### src/rtl/uart_mp_pkg.sv
package uart_mp_pkg;
  localparam int unsigned CHAR_W = 9;
  localparam int unsigned SHIFT_W = CHAR_W + 2;

  typedef enum logic [1:0] {
    RXS_IDLE,
    RXS_START,
    RXS_DATA,
    RXS_STOP
  } rx_state_t;

  function automatic logic vote3(input logic a, input logic b, input logic c);
    return (a & b) | (a & c) | (b & c);
  endfunction
endpackage

### src/rtl/uart_mp_baud.sv
module uart_mp_baud #(
  parameter int unsigned DIV_W = 12
) (
  input  logic             clk,
  input  logic             rst_n,
  input  logic [DIV_W-1:0] div,
  output logic             tick
);
  logic [DIV_W-1:0] cnt;

  always_ff @(posedge clk or negedge rst_n) begin
    if (!rst_n) cnt <= '0;
    else if (cnt == '0) cnt <= div;
    else cnt <= cnt - 1'b1;
  end

  assign tick = (cnt == '0);
endmodule

### src/rtl/uart_mp_rx_core.sv
module uart_mp_rx_core
  import uart_mp_pkg::*;
#(
  parameter int unsigned OVS = 16
) (
  input  logic              clk,
  input  logic              rst_n,
  input  logic              tick,
  input  logic              nine,
  input  logic              rxd_async,
  output logic              done,
  output logic [CHAR_W-1:0] data,
  output logic              ferr
);
  // OVS must be a power of two so the sample counter wraps by itself.
  localparam int unsigned CW = $clog2(OVS);
  localparam logic [CW-1:0] V_A  = CW'(OVS / 2 - 1);
  localparam logic [CW-1:0] V_B  = CW'(OVS / 2);
  localparam logic [CW-1:0] V_C  = CW'(OVS / 2 + 1);
  localparam logic [CW-1:0] LAST = CW'(OVS - 1);

  logic              sy1, sy2;
  rx_state_t         st;
  logic [CW-1:0]     scnt;
  logic [CW-1:0]     nxt;
  logic [3:0]        bcnt;
  logic [1:0]        votes;
  logic [CHAR_W-1:0] sh;
  logic              maj;

  always_ff @(posedge clk or negedge rst_n) begin
    if (!rst_n) begin
      sy1 <= 1'b1;
      sy2 <= 1'b1;
    end else begin
      sy1 <= rxd_async;
      sy2 <= sy1;
    end
  end

  assign nxt = scnt + 1'b1;
  assign maj = vote3(votes[0], votes[1], sy2);

  always_ff @(posedge clk or negedge rst_n) begin
    if (!rst_n) begin
      st    <= RXS_IDLE;
      scnt  <= '0;
      bcnt  <= '0;
      votes <= '0;
      sh    <= '0;
      done  <= 1'b0;
      data  <= '0;
      ferr  <= 1'b0;
    end else begin
      done <= 1'b0;
      if (tick) begin
        if (st == RXS_IDLE) begin
          if (!sy2) begin
            st   <= RXS_START;
            scnt <= '0;
          end
        end else begin
          scnt <= nxt;
          if (nxt == V_A) votes[0] <= sy2;
          if (nxt == V_B) votes[1] <= sy2;
          if (nxt == V_C) begin
            case (st)
              RXS_START: if (maj) st <= RXS_IDLE;
              RXS_DATA:  sh <= {maj, sh[CHAR_W-1:1]};
              RXS_STOP: begin
                done <= 1'b1;
                ferr <= ~maj;
                data <= nine ? sh : {1'b0, sh[CHAR_W-1:1]};
                st   <= RXS_IDLE;
              end
              default: st <= RXS_IDLE;
            endcase
          end
          if (nxt == LAST) begin
            if (st == RXS_START) begin
              st   <= RXS_DATA;
              bcnt <= '0;
            end else if (st == RXS_DATA) begin
              if (bcnt == (nine ? 4'd8 : 4'd7)) st <= RXS_STOP;
              else bcnt <= bcnt + 1'b1;
            end
          end
        end
      end
    end
  end
endmodule

### src/rtl/uart_mp_rx_buf.sv
module uart_mp_rx_buf
  import uart_mp_pkg::*;
(
  input  logic              clk,
  input  logic              rst_n,
  input  logic              done,
  input  logic [CHAR_W-1:0] data,
  input  logic              ferr,
  input  logic              nine,
  input  logic              mp_mode,
  input  logic              out_ready,
  output logic              out_valid,
  output logic [CHAR_W-1:0] out_data,
  output logic              out_ferr,
  output logic              overrun
);
  logic drop;

  assign drop = mp_mode & nine & ~data[CHAR_W-1];

  always_ff @(posedge clk or negedge rst_n) begin
    if (!rst_n) begin
      out_valid <= 1'b0;
      out_data  <= '0;
      out_ferr  <= 1'b0;
      overrun   <= 1'b0;
    end else begin
      if (out_valid && out_ready) out_valid <= 1'b0;
      if (done && !drop) begin
        if (out_valid && !out_ready) begin
          overrun <= 1'b1;
        end else begin
          out_valid <= 1'b1;
          out_data  <= data;
          out_ferr  <= ferr;
          overrun   <= 1'b0;
        end
      end
    end
  end
endmodule

### src/rtl/uart_mp_tx_core.sv
module uart_mp_tx_core
  import uart_mp_pkg::*;
#(
  parameter int unsigned OVS = 16
) (
  input  logic              clk,
  input  logic              rst_n,
  input  logic              tick,
  input  logic              nine,
  input  logic              in_valid,
  input  logic [CHAR_W-1:0] in_data,
  output logic              in_ready,
  output logic              txd,
  output logic              idle
);
  localparam int unsigned CW = $clog2(OVS);
  localparam logic [CW-1:0] LAST = CW'(OVS - 1);

  logic [CHAR_W-1:0]  hold;
  logic               hold_full;
  logic [SHIFT_W-1:0] sh;
  logic [3:0]         left;
  logic [CW-1:0]      tcnt;
  logic               busy;

  always_ff @(posedge clk or negedge rst_n) begin
    if (!rst_n) begin
      hold      <= '0;
      hold_full <= 1'b0;
      sh        <= '1;
      left      <= '0;
      tcnt      <= '0;
      busy      <= 1'b0;
    end else begin
      if (in_valid && !hold_full) begin
        hold      <= in_data;
        hold_full <= 1'b1;
      end
      if (!busy && hold_full) begin
        sh        <= {1'b1, (nine ? hold[CHAR_W-1] : 1'b1), hold[7:0], 1'b0};
        left      <= nine ? 4'd11 : 4'd10;
        tcnt      <= '0;
        busy      <= 1'b1;
        hold_full <= 1'b0;
      end else if (busy && tick) begin
        if (tcnt == LAST) begin
          tcnt <= '0;
          sh   <= {1'b1, sh[SHIFT_W-1:1]};
          left <= left - 1'b1;
          if (left == 4'd1) busy <= 1'b0;
        end else begin
          tcnt <= tcnt + 1'b1;
        end
      end
    end
  end

  assign in_ready = ~hold_full;
  assign txd      = busy ? sh[0] : 1'b1;
  assign idle     = ~busy & ~hold_full;
endmodule

### src/rtl/uart_mp_core.sv
module uart_mp_core
  import uart_mp_pkg::*;
#(
  parameter int unsigned DIV_W = 12,
  parameter int unsigned OVS   = 16
) (
  input  logic              clk,
  input  logic              rst_n,
  input  logic [DIV_W-1:0]  baud_div,
  input  logic              nine_bit,
  input  logic              mp_mode,
  input  logic              rxd,
  output logic [CHAR_W-1:0] rx_data,
  output logic              rx_ferr,
  output logic              rx_valid,
  input  logic              rx_ready,
  output logic              rx_overrun,
  input  logic [CHAR_W-1:0] tx_data,
  input  logic              tx_valid,
  output logic              tx_ready,
  output logic              txd,
  output logic              tx_idle
);
  logic              tick;
  logic              fr_done;
  logic [CHAR_W-1:0] fr_data;
  logic              fr_ferr;

  uart_mp_baud #(.DIV_W(DIV_W)) u_baud (
    .clk(clk), .rst_n(rst_n), .div(baud_div), .tick(tick)
  );

  uart_mp_rx_core #(.OVS(OVS)) u_rx (
    .clk(clk), .rst_n(rst_n), .tick(tick), .nine(nine_bit), .rxd_async(rxd),
    .done(fr_done), .data(fr_data), .ferr(fr_ferr)
  );

  uart_mp_rx_buf u_rxbuf (
    .clk(clk), .rst_n(rst_n), .done(fr_done), .data(fr_data), .ferr(fr_ferr),
    .nine(nine_bit), .mp_mode(mp_mode), .out_ready(rx_ready),
    .out_valid(rx_valid), .out_data(rx_data), .out_ferr(rx_ferr),
    .overrun(rx_overrun)
  );

  uart_mp_tx_core #(.OVS(OVS)) u_tx (
    .clk(clk), .rst_n(rst_n), .tick(tick), .nine(nine_bit),
    .in_valid(tx_valid), .in_data(tx_data), .in_ready(tx_ready),
    .txd(txd), .idle(tx_idle)
  );
endmodule

### config.mk
export PLATFORM = sky130hd
export DESIGN_NAME = uart_mp_core
export DESIGN_NICKNAME = d
export VERILOG_FILES = /design/src/rtl/uart_mp_pkg.sv /design/src/rtl/uart_mp_baud.sv /design/src/rtl/uart_mp_rx_core.sv /design/src/rtl/uart_mp_rx_buf.sv /design/src/rtl/uart_mp_tx_core.sv /design/src/rtl/uart_mp_core.sv
export SDC_FILE = /design/constraint.sdc
export NUM_CORES = 1
export LEC_CHECK = 0
export BUFFER_PORTS_ARGS = -buffer_cell sky130_fd_sc_hd__buf_2
export CAP_MARGIN = 30
export CORE_MARGIN = 1.5
export CORE_UTILIZATION = 59
export DETAILED_ROUTE_END_ITERATION = 10
export PLACE_DENSITY = 0.8
export SYNTH_ARGS = -nofsm -noshare
export SYNTH_HDL_FRONTEND = slang
export SYNTH_HIERARCHICAL = 1
export SYNTH_SLANG_ARGS = --single-unit
### constraint.sdc
create_clock -name clk -period 3 [get_ports clk]
set_input_delay 0.3 -clock clk [delete_from_list [all_inputs] [get_ports clk]]
set_output_delay 0.3 -clock clk [all_outputs]
set_load 0.01 [all_outputs]
==> results.yml, run 1 <==
global_route:
  first_global_vias: 2877
  use_met2: 0.355
  grt_pass1_wl_mm: 13.3
  grt_start_max_net_pins: 52
  met1_usage: 0.289
  grt_use_total: 0.217
  grt.met3_usage: 0.0338
  antenna_found_initial: 0
  grt_overflow_total: 0
  busiest_layer: "met2"
floorplanning:
  start_util: 0.610
  die_y_um: 89.6
  io-pin-count: 43
  rows: 31
  die_area_um2: 8020
  die_w_um: 89.6
  core_um2: 7250
routing:
  ant_nets: 0
  totalWireLength_mm: 7.91
  drc: 0
  viasPerCell: 5.63
  wl_per_cell_um: 15.1
  dr_total_vias: 2950
  drt_iter0_drc: 135
  first_pass_iters: 4
synthesis:
  synth-async-reset-ratio: 1.00
  synth_area_per_cell_um2: 11.7
  synth_warnings: 6
  yosys.area.top_type: "dfrtp_1"
  seq_area_frac_synth: 0.496
  synth_nets: 420
  synth_common_cells: "dfrtp_1 (75), nor2_1 (31), a21oi_1 (29), mux2_2 (23), nand2_1 (23)"
  syn_inst: 377
  synth.top_cell.area_share: 0.424
  ys.flop_type: "dfrtp_1"
  synth-edff-count: 0
  synth_most_common_cell: "dfrtp_1"
  synth.distinct_cells: 58
  netlist_area_um2: 4420
  ys_ff_latch: 87
  synth.top_cells.by_area: "dfrtp_1 (42%), dfstp_2 (7.1%), mux2_2 (5.9%)"
min_path:
  worst_hold_path_type: "in2reg"
  hold_start: "rxd"
  min_path_cells: 1
run:
  drv_cap: 0
timing:
  setup_viol: 0
  clock_skew_ps: 7.54
  max_freq_mhz: 385
  post-route-period-util: 0.866
  timing.final.max_slew_violations: 0
  worst_pin_slew_ps: 730
  slew-limit-headroom: 0.512
  hold_viol: 0
  finalSetupTns_ps: 0
  rsz0062_at_grt: "false"
  finalCriticalPeriod_ps: 2600
power:
  power_leakage_uw: 0.00236
  p_per_area_nw_per_um2: 561
  peakVddDrop_mv: 0.363
setup_path:
  critPathKind: "reg2reg"
  required_ps: 3250
  critPathMaxStageDelay_ps: 430
  crit_family: "simple AND/OR/NAND/NOR gates"
  cp.depth: 7
  path_buf_inv: 1
  cp_max_fo: 11
  arrival_ps: 2840
  reg2reg_from: "u_baud/cnt[0]"
  cp_slowest_cell: "nor4b_1"
  endpoint_kind: "register"
  crit_chain: "inv_1 -> ha_1 -> nor4b_1 -> and3_1 -> nor2b_1 -> nand3_2 -> mux2_4"
  ff2ff_path_depth: 7
  worstSetupStartpoint: "u_baud/cnt[0]"
  cp-start-kind: "register"
cts:
  clockBufferDepth: 2
  numCtsBuffers: 9
  cts_sinks: 87
  root_buffer: "clkbuf_8"
  clk_pin_slew_ps: 90
  clkLatencyLatePin_ps: 360
  tritoncts: "built"
  cts.htree.levels: 3
  post_cts_resized: 0
cells_and_area:
  areaGrowthSynthToFinish_pct: 11.2
  final_nets: 463
  final_area_um2: 4920
  drive_gt1_frac: 0.301
  nFillCells: 559
  n_antenna_cell: 0
place:
  place_congestion: 0.786
  hpwl_mm: 5.52
  place_area_um2: 4710
  portBuffers: 42
outcome:
  status: "completed"
==> metrics by stage <==
step	hold slack [ps]	std cells	utilization	setup slack [ps]	power, uW
after floorplan	4.41	377	-	644	1820
after global placement	346	506	0.645	589	1920
after detailed placement	290	507	0.649	424	1950
after CTS	20.7	524	0.678	397	2780
after global routing	17.9	524	0.678	221	2910
final	32.0	524	0.678	403	2760
==> layer usage <==
layer  vias up  part of all wire
li1       1431                 -
met1      1465              0.46
met2        45              0.49
met3         9             0.027
met4         0             0.014
met5         -                 0
==> cells by family (layout without fill, tap and decap cells) <==
family,count (synthesis),count (layout),share of synthesized area
muxes,52,52,0.145
and+or+nand+nor,111,111,0.147
buffers and inverters,31,79,0.0368
xor gates and xnor gates,14,14,0.0277
DFF,87,87,0.496
AOI/OAI and AO/OA,66,66,0.103
adders and majority gates,16,16,0.0447
==> worst register-to-register path, stage by stage (launching register included) <==
cell,delay [ps]
dfrtp_1,400
inv_1,90
ha_1,140
nor4b_1,430
and3_1,240
nor2b_1,340
nand3_2,420
mux2_4,420
==> layout make-up <==
class,count,area [um2],share of cell area
clock buffer,9,124,0.0252
multi-input combinational,259,2070,0.420
clock inverter,7,78.8,0.0160
timing repair buffer,47,273,0.0554
sequential,87,2190,0.446
tap,99,124,0.0252
inverter,16,60.1,0.0122
==> placed cells by master, fill, tap and decap left out, types with 4 or more instances in the layout <==
cell	Yosys	final
a21oi_1	29	29
a22o_1	5	5
buf_2	4	41
buf_4	1	4
clkbuf_8	0	9
dfrtp_1	75	75
dfstp_2	12	12
ha_1	15	15
inv_1	15	15
mux2_1	9	9
mux2_2	23	23
mux2_4	16	16
mux2i_1	4	4
nand2_1	23	23
nand2b_1	7	7
nand3_1	8	8
nor2_1	31	31
nor2b_1	8	8
nor3_1	4	4
o21ai_0	5	5
o32ai_1	9	9
xnor2_1	9	9
xor2_1	5	5
==> power breakdown <==
group          switching [uW]  internal (uW)  total (uW)  leakage (uW)
sequential                167           1370        1540       0.00109
combinational             184            207         391       0.00118
clock                     440            392         831     0.0000925
total                     790           1970        2760       0.00236
==> flip-flops by register name (all words and copies together), names as in the netlist, 2 cells and up <==
signal,count
u_rx/scnt,4
u_rx/votes,2
u_rx/sh,9
u_rx/bcnt,4
u_rxbuf/out_data,9
u_tx/hold,9
u_tx/tcnt,4
u_rx/st,2
u_tx/sh,10
u_baud/cnt,12
u_rx/data,9
u_tx/left,4
==> path summary, 6_finish.rpt <==
kind                                end  slack (ps)
setup / recovery           u_rx/data[7]         400
hold / removal                 u_rx/sy1          30
setup reg to reg           u_rx/data[7]         400
hold reg to reg                u_rx/sy2         360
max in group asynchronous      u_rx/sy2        1910
min in group asynchronous  u_tx/left[3]         430
==> repair_timing <==
action                                 CTS  global route
endpoints found under the hold margin   35             0
setup endpoints to repair                0             0
hold buffers                             1             0
setup buffers                            0             0
Note: power is estimated with default switching activity, not from simulation.
==> run 2, diff against run 1 <==
--- a/config.mk
+++ b/config.mk
@@ -5,12 +5,13 @@
 export SDC_FILE = /design/constraint.sdc
 export NUM_CORES = 1
 export LEC_CHECK = 0
-export BUFFER_PORTS_ARGS = -buffer_cell sky130_fd_sc_hd__buf_2
 export CAP_MARGIN = 30
 export CORE_MARGIN = 1.5
-export CORE_UTILIZATION = 59
+export CORE_UTILIZATION = 63
 export DETAILED_ROUTE_END_ITERATION = 10
-export PLACE_DENSITY = 0.8
+export DONT_BUFFER_PORTS = 1
+export PLACE_DENSITY = 0.79
+export RECOVER_POWER = 50
 export SYNTH_ARGS = -nofsm -noshare
 export SYNTH_HDL_FRONTEND = slang
 export SYNTH_HIERARCHICAL = 1
==> run 2 against run 1 <==
- the run now ends with capacitance limit, slew limit left
- final area down 4.1%
- clock skew barely moved
- first-iteration DRC count up 8.9%
- critical path depth rose by 1
- power is 5.1% higher
- sequential power about the same
- clock-buffer cell count is the same
- worst hold slack better by 39 ps
- clock power grew 20%
- largest cell class unchanged
- largest power group unchanged
- highest routed layer unchanged
==> results.yml, run 2 (same netlist as run 1, synthesis figures left out) <==
global_route:
  grt_pass1_wl_mm: 12.8
  grt_start_max_net_pins: 88
  first_global_vias: 2749
  grt_overflow_total: 0
  antenna_found_initial: 0
  grt_use_total: 0.219
setup_path:
  critPathMaxStageDelay_ps: 430
  cp.depth: 8
  cp-start-kind: "register"
  critPathKind: "reg2reg"
  cp_max_fo: 11
  endpoint_kind: "register"
  crit_chain: "inv_1 -> ha_1 -> nor4b_1 -> and3_1 -> nor2b_1 -> buf_4 -> nand3_2 -> mux2_4"
  path_buf_inv: 2
  arrival_ps: 2720
  crit_family: "simple AND/OR/NAND/NOR gates"
  required_ps: 3250
  cp_slowest_cell: "nor4b_1"
  ff2ff_path_depth: 8
routing:
  first_pass_iters: 5
  drc: 0
  drt_iter0_drc: 147
  ant_nets: 0
  viasPerCell: 5.83
  dr_total_vias: 2792
  totalWireLength_mm: 7.66
  wl_per_cell_um: 16.0
run:
  drv_cap: 1
cts:
  cts_sinks: 87
  root_buffer: "clkbuf_8"
  post_cts_resized: 0
  numCtsBuffers: 9
  cts.htree.levels: 3
  clockBufferDepth: 2
  clk_pin_slew_ps: 90
  tritoncts: "built"
  clkLatencyLatePin_ps: 360
floorplanning:
  die_y_um: 86.8
  die_w_um: 86.8
  core_um2: 6790
  die_area_um2: 7530
  io-pin-count: 43
  rows: 30
  start_util: 0.651
cells_and_area:
  fin_util: 0.694
  largest_reg_flops: 12
  drive_gt1_frac: 0.219
  final_area_um2: 4720
  nFillCells: 495
  reg_top3: "u_baud/cnt: 12 flops, u_tx/sh: 10 flops"
  final_nets: 421
  final_cell_mix: "dfrtp_1 (75), nor2_1 (31), a21oi_1 (29), nand2_1 (23), mux2_2 (23)"
  mostFrequentLayoutCell: "dfrtp_1"
  areaGrowthSynthToFinish_pct: 6.65
  max_flop_register: "u_baud/cnt"
  n_antenna_cell: 0
timing:
  hold_ws_ps: 71.2
  finalSetupTns_ps: 0
  setup_viol: 0
  clock_skew_ps: 7.43
  timing.final.max_slew_violations: 88
  max_freq_mhz: 405
  worst_pin_slew_ps: 2040
  slew-limit-headroom: -0.360
  hold_viol: 0
  rsz0062_at_grt: "false"
  finalCriticalPeriod_ps: 2470
  post-route-period-util: 0.824
power:
  power_leakage_uw: 0.00219
  p_sw_frac: 0.268
  p_int_uw: 2120
  p_per_area_nw_per_um2: 615
  p_switching_uw: 778
  seq_power_share: 0.531
  power_uw: 2900
  peakVddDrop_mv: 0.458
  pwr-share-comb: 0.126
  clkPwrFrac: 0.344
place:
  place_area_um2: 4460
  place_congestion: 0.864
  hpwl_mm: 5.28
  portBuffers: 0
min_path:
  min_path_cells: 1
  worst_hold_path_type: "in2reg"
outcome:
  status: "complete, but fails checks"
  violations: "capacitance limit, slew limit"
run 2: changes by cell type in the layout (fill, tap and decap cells not counted), sizes merged:
cell | before | now
dlygate4sd3 | 1 | 2
bufinv | 1 | 3
clkinvlp | 3 | 0
buf | 46 | 2
clkbuf | 9 | 10
inv | 17 | 18
run 2: routing by layer:
| metal | part of all wire | track usage | wire length [um] | vias to the layer above |
|---|---|---|---|---|
| met5 | 0 | 0 | 0 | - |
| li1 | - | - | - | 1350 |
| met1 | 0.46 | 0.292 | 3550 | 1370 |
| met3 | 0.040 | 0.0381 | 306 | 11 |
| met4 | 0.016 | 0.0953 | 125 | 0 |
| met2 | 0.48 | 0.352 | 3680 | 61 |
run 2: final timing paths:
check                              start  slack (ps)            end
hold / removal                tx_data[3]          70   u_tx/hold[3]
min in group asynchronous          rst_n        1070   u_tx/left[3]
setup / recovery           u_baud/cnt[0]         530   u_rx/data[3]
setup reg to reg           u_baud/cnt[0]         530   u_rx/data[3]
hold reg to reg                 u_rx/sy1         360       u_rx/sy2
max in group asynchronous          rst_n         730  u_rx/votes[0]
run 2: metrics by stage:
| step | setup slack [ps] | cells |
|---|---|---|
| 2_1_floorplan | 644 | 377 |
| 3_3_place_gp | 632 | 460 |
| 3_5_place_dp | 573 | 460 |
| 4_1_cts | 537 | 479 |
| 5_1_grt | 291 | 479 |
| 6_report | 529 | 479 |
run 2: layout make-up:
type	count	area (um2)	area share
clock inverter	7	125	0.0265
tap	96	120	0.0255
timing repair buffer	5	40.0	0.00849
multi-input combinational	259	2060	0.436
clock buffer	9	124	0.0263
sequential	87	2190	0.465
inverter	16	60.1	0.0127
run 2: timing repair:
item	in CTS	in global routing
hold buffers	3	0
buffers inserted	0	0
endpoints found under the hold margin	88	0
run 2: power by group through the flow:
stage / Sequential, uW / Combinational, uW / Clock (uW)
6_report: 1540 / 364 / 997
3_5_place_dp: 1560 / 339 / 0
4_1_cts: 1540 / 372 / 1020
2_1_floorplan: 1520 / 297 / 0
3_3_place_gp: 1550 / 322 / 0
5_1_grt: 1560 / 410 / 1070
==> run 3, diff against run 2 <==
--- a/config.mk
+++ b/config.mk
@@ -7,10 +7,10 @@
 export LEC_CHECK = 0
 export CAP_MARGIN = 30
 export CORE_MARGIN = 1.5
-export CORE_UTILIZATION = 63
+export CORE_UTILIZATION = 57
 export DETAILED_ROUTE_END_ITERATION = 10
 export DONT_BUFFER_PORTS = 1
-export PLACE_DENSITY = 0.79
+export PLACE_DENSITY = 0.75
 export RECOVER_POWER = 50
 export SYNTH_ARGS = -nofsm -noshare
 export SYNTH_HDL_FRONTEND = slang
==> constraint.sdc (replaced) <==
create_clock -name clk -period 2 [get_ports clk]
set_input_delay 0.2 -clock clk [delete_from_list [all_inputs] [get_ports clk]]
set_output_delay 0.2 -clock clk [all_outputs]
set_load 0.01 [all_outputs]
==> run 3 against run 2 <==
- the run ends with hold timing, setup timing left
- worst hold slack got worse by 540 ps
- largest power group unchanged
- core utilization grew 2.7 points
- clock skew about the same
==> results.yml, run 3 (same netlist as run 1, synthesis figures left out) <==
outcome:
  status: "complete, but fails checks"
  violations: "hold timing, setup timing"
setup_path:
  crit_chain: "inv_2 -> ha_4 -> nor4b_4 -> and3_4 -> nor2b_4 -> buf_6 -> nand3_2 -> nor2_2 -> mux2_4"
  cp_slowest_cell: "dfrtp_1"
  critPathKind: "reg2reg"
  endpoint_kind: "register"
  cp_max_fo: 6
  required_ps: 2240
  cp-start-kind: "register"
  arrival_ps: 2270
  critPathMaxStageDelay_ps: 420
routing:
  ant_nets: 0
  wl_per_cell_um: 16.8
  drt_iter0_drc: 186
  viasPerCell: 5.81
  dr_wl_met3_um: 270
  first_pass_iters: 4
  dr_total_vias: 3076
  totalWireLength_mm: 8.88
  wl_met2_mm: 4.53
  top_layer_used: "met4"
  met1Wirelength_mm: 3.83
  drc: 0
cells_and_area:
  drive_gt1_frac: 0.323
  final_area_um2: 5320
  max_flop_register: "u_baud/cnt"
  regArea_um2: 2190
  multi_input_area_um2: 2270
  largest_reg_flops: 12
  reg_top3: "u_baud/cnt: 12 flops, u_tx/sh: 10 flops"
  final_nets: 468
  areaGrowthSynthToFinish_pct: 20.3
  n_antenna_cell: 0
  mostFrequentLayoutCell: "dfrtp_1"
  nFillCells: 491
  final_cell_mix: "dfrtp_1 (75), buf_4 (31), nor2_1 (29), a21oi_1 (24), nand2_1 (23)"
global_route:
  grt_pass1_wl_mm: 14.8
  antenna_found_initial: 0
  grt_overflow_total: 0
  first_global_vias: 3105
  grt_start_max_net_pins: 88
  grt_use_total: 0.226
timing:
  max_freq_mhz: 492
  timing.final.max_slew_violations: 0
  slew-limit-headroom: 0.509
  post-route-period-util: 1.02
  clock_skew_ps: 7.25
  layout_setup_ws_ps: -33.2
  finalCriticalPeriod_ps: 2030
  hold_viol: 87
  rsz0062_at_grt: "true"
  hold_ws_ps: -470
  setup_viol: 16
  worst_pin_slew_ps: 736
place:
  pre_cts_ws_ps: -124
  place_area_um2: 4710
  portBuffers: 0
  hpwl_mm: 5.65
  place_congestion: 0.888
floorplanning:
  io-pin-count: 43
  rows: 31
  start_util: 0.600
  core_um2: 7370
  die_y_um: 91.1
  die_w_um: 91.1
  die_area_um2: 8300
power:
  p_switching_uw: 1280
  clkPwrFrac: 0.304
  pwr-share-comb: 0.191
  power_leakage_uw: 0.00242
  p_sw_frac: 0.282
  p_int_uw: 3260
  peakVddDrop_mv: 0.631
  p_per_area_nw_per_um2: 855
  seq_power_share: 0.505
cts:
  root_buffer: "clkbuf_8"
  clockBufferDepth: 2
  clk_pin_slew_ps: 90
  cts.htree.levels: 3
  numCtsBuffers: 9
  tritoncts: "built"
  cts_sinks: 87
  clkLatencyLatePin_ps: 350
run:
  drv_cap: 0
min_path:
  worst_hold_path_type: "in2async"
[run 3: worst paths after layout]
kind                                       to          start  depth (start not counted)  slack (ps)
worst min-delay path                u_tx/busy          rst_n                          0        -470
worst max-delay path            u_rx/votes[0]  u_baud/cnt[0]                          9         -30
worst max register to register  u_rx/votes[0]  u_baud/cnt[0]                          9         -30
min in group clk                 u_rx/data[8]       nine_bit                          2          10
max in group asynchronous            u_rx/sy2          rst_n                          0        2250
worst min register to register       u_rx/sy2       u_rx/sy1                          0         360
[run 3: power groups by stage]
stage	Combinational, uW	Sequential, uW	Clock (uW)
after floorplan	459	2310	0
after global placement	742	2290	0
after detailed placement	772	2300	0
after CTS	829	2270	1420
after global routing	946	2330	1480
final	869	2300	1380
[run 3: per-stage QoR]
step	instances	util	TNS, ps	hold slack [ps]	power [uW]
2_1_floorplan	377	-	0	-95.6	2770
3_3_place_gp	490	0.639	-33.6	-93.1	3030
3_5_place_dp	490	0.639	-2080	-93.7	3070
4_1_cts	526	0.702	-231	-485	4510
5_1_grt	529	0.722	-3400	-492	4760
6_report	529	0.722	-196	-470	4550
[run 3: layout make-up]
| type | count | area share |
|---|---|---|
| Timing Repair Buffer | 51 | 0.0835 |
| Multi-Input combinational cell | 260 | 0.427 |
| Tap cell | 99 | 0.0233 |
| Inverter | 16 | 0.0113 |
| Clock inverter | 7 | 0.0191 |
| Clock buffer | 9 | 0.0233 |
| Sequential cell | 87 | 0.412 |
[run 3: critical path: cells and delay by family, from the launching register on]
kind                       cells  cell delay, ps
and+or+nand+nor                5             830
DFF                            1             420
muxes                          1             300
buffers and inverters          2             240
adders and majority gates      1             120
[run 3: what timing repair did]
action | CTS | global route
endpoints found under the setup margin | 36 | 37
endpoints found under the hold margin | 104 | 88
pin swaps | 4 | 5
gates cloned | 0 | 1
gates resized for setup | 14 | 18
buffers inserted | 3 | 1
hold buffers | 17 | 1
[run 3: per-layer routing]
layer	global-route usage	up-vias
met2	0.378	70
met4	0.0807	0
met1	0.292	1539
li1	-	1449
met5	0	-
met3	0.0419	18
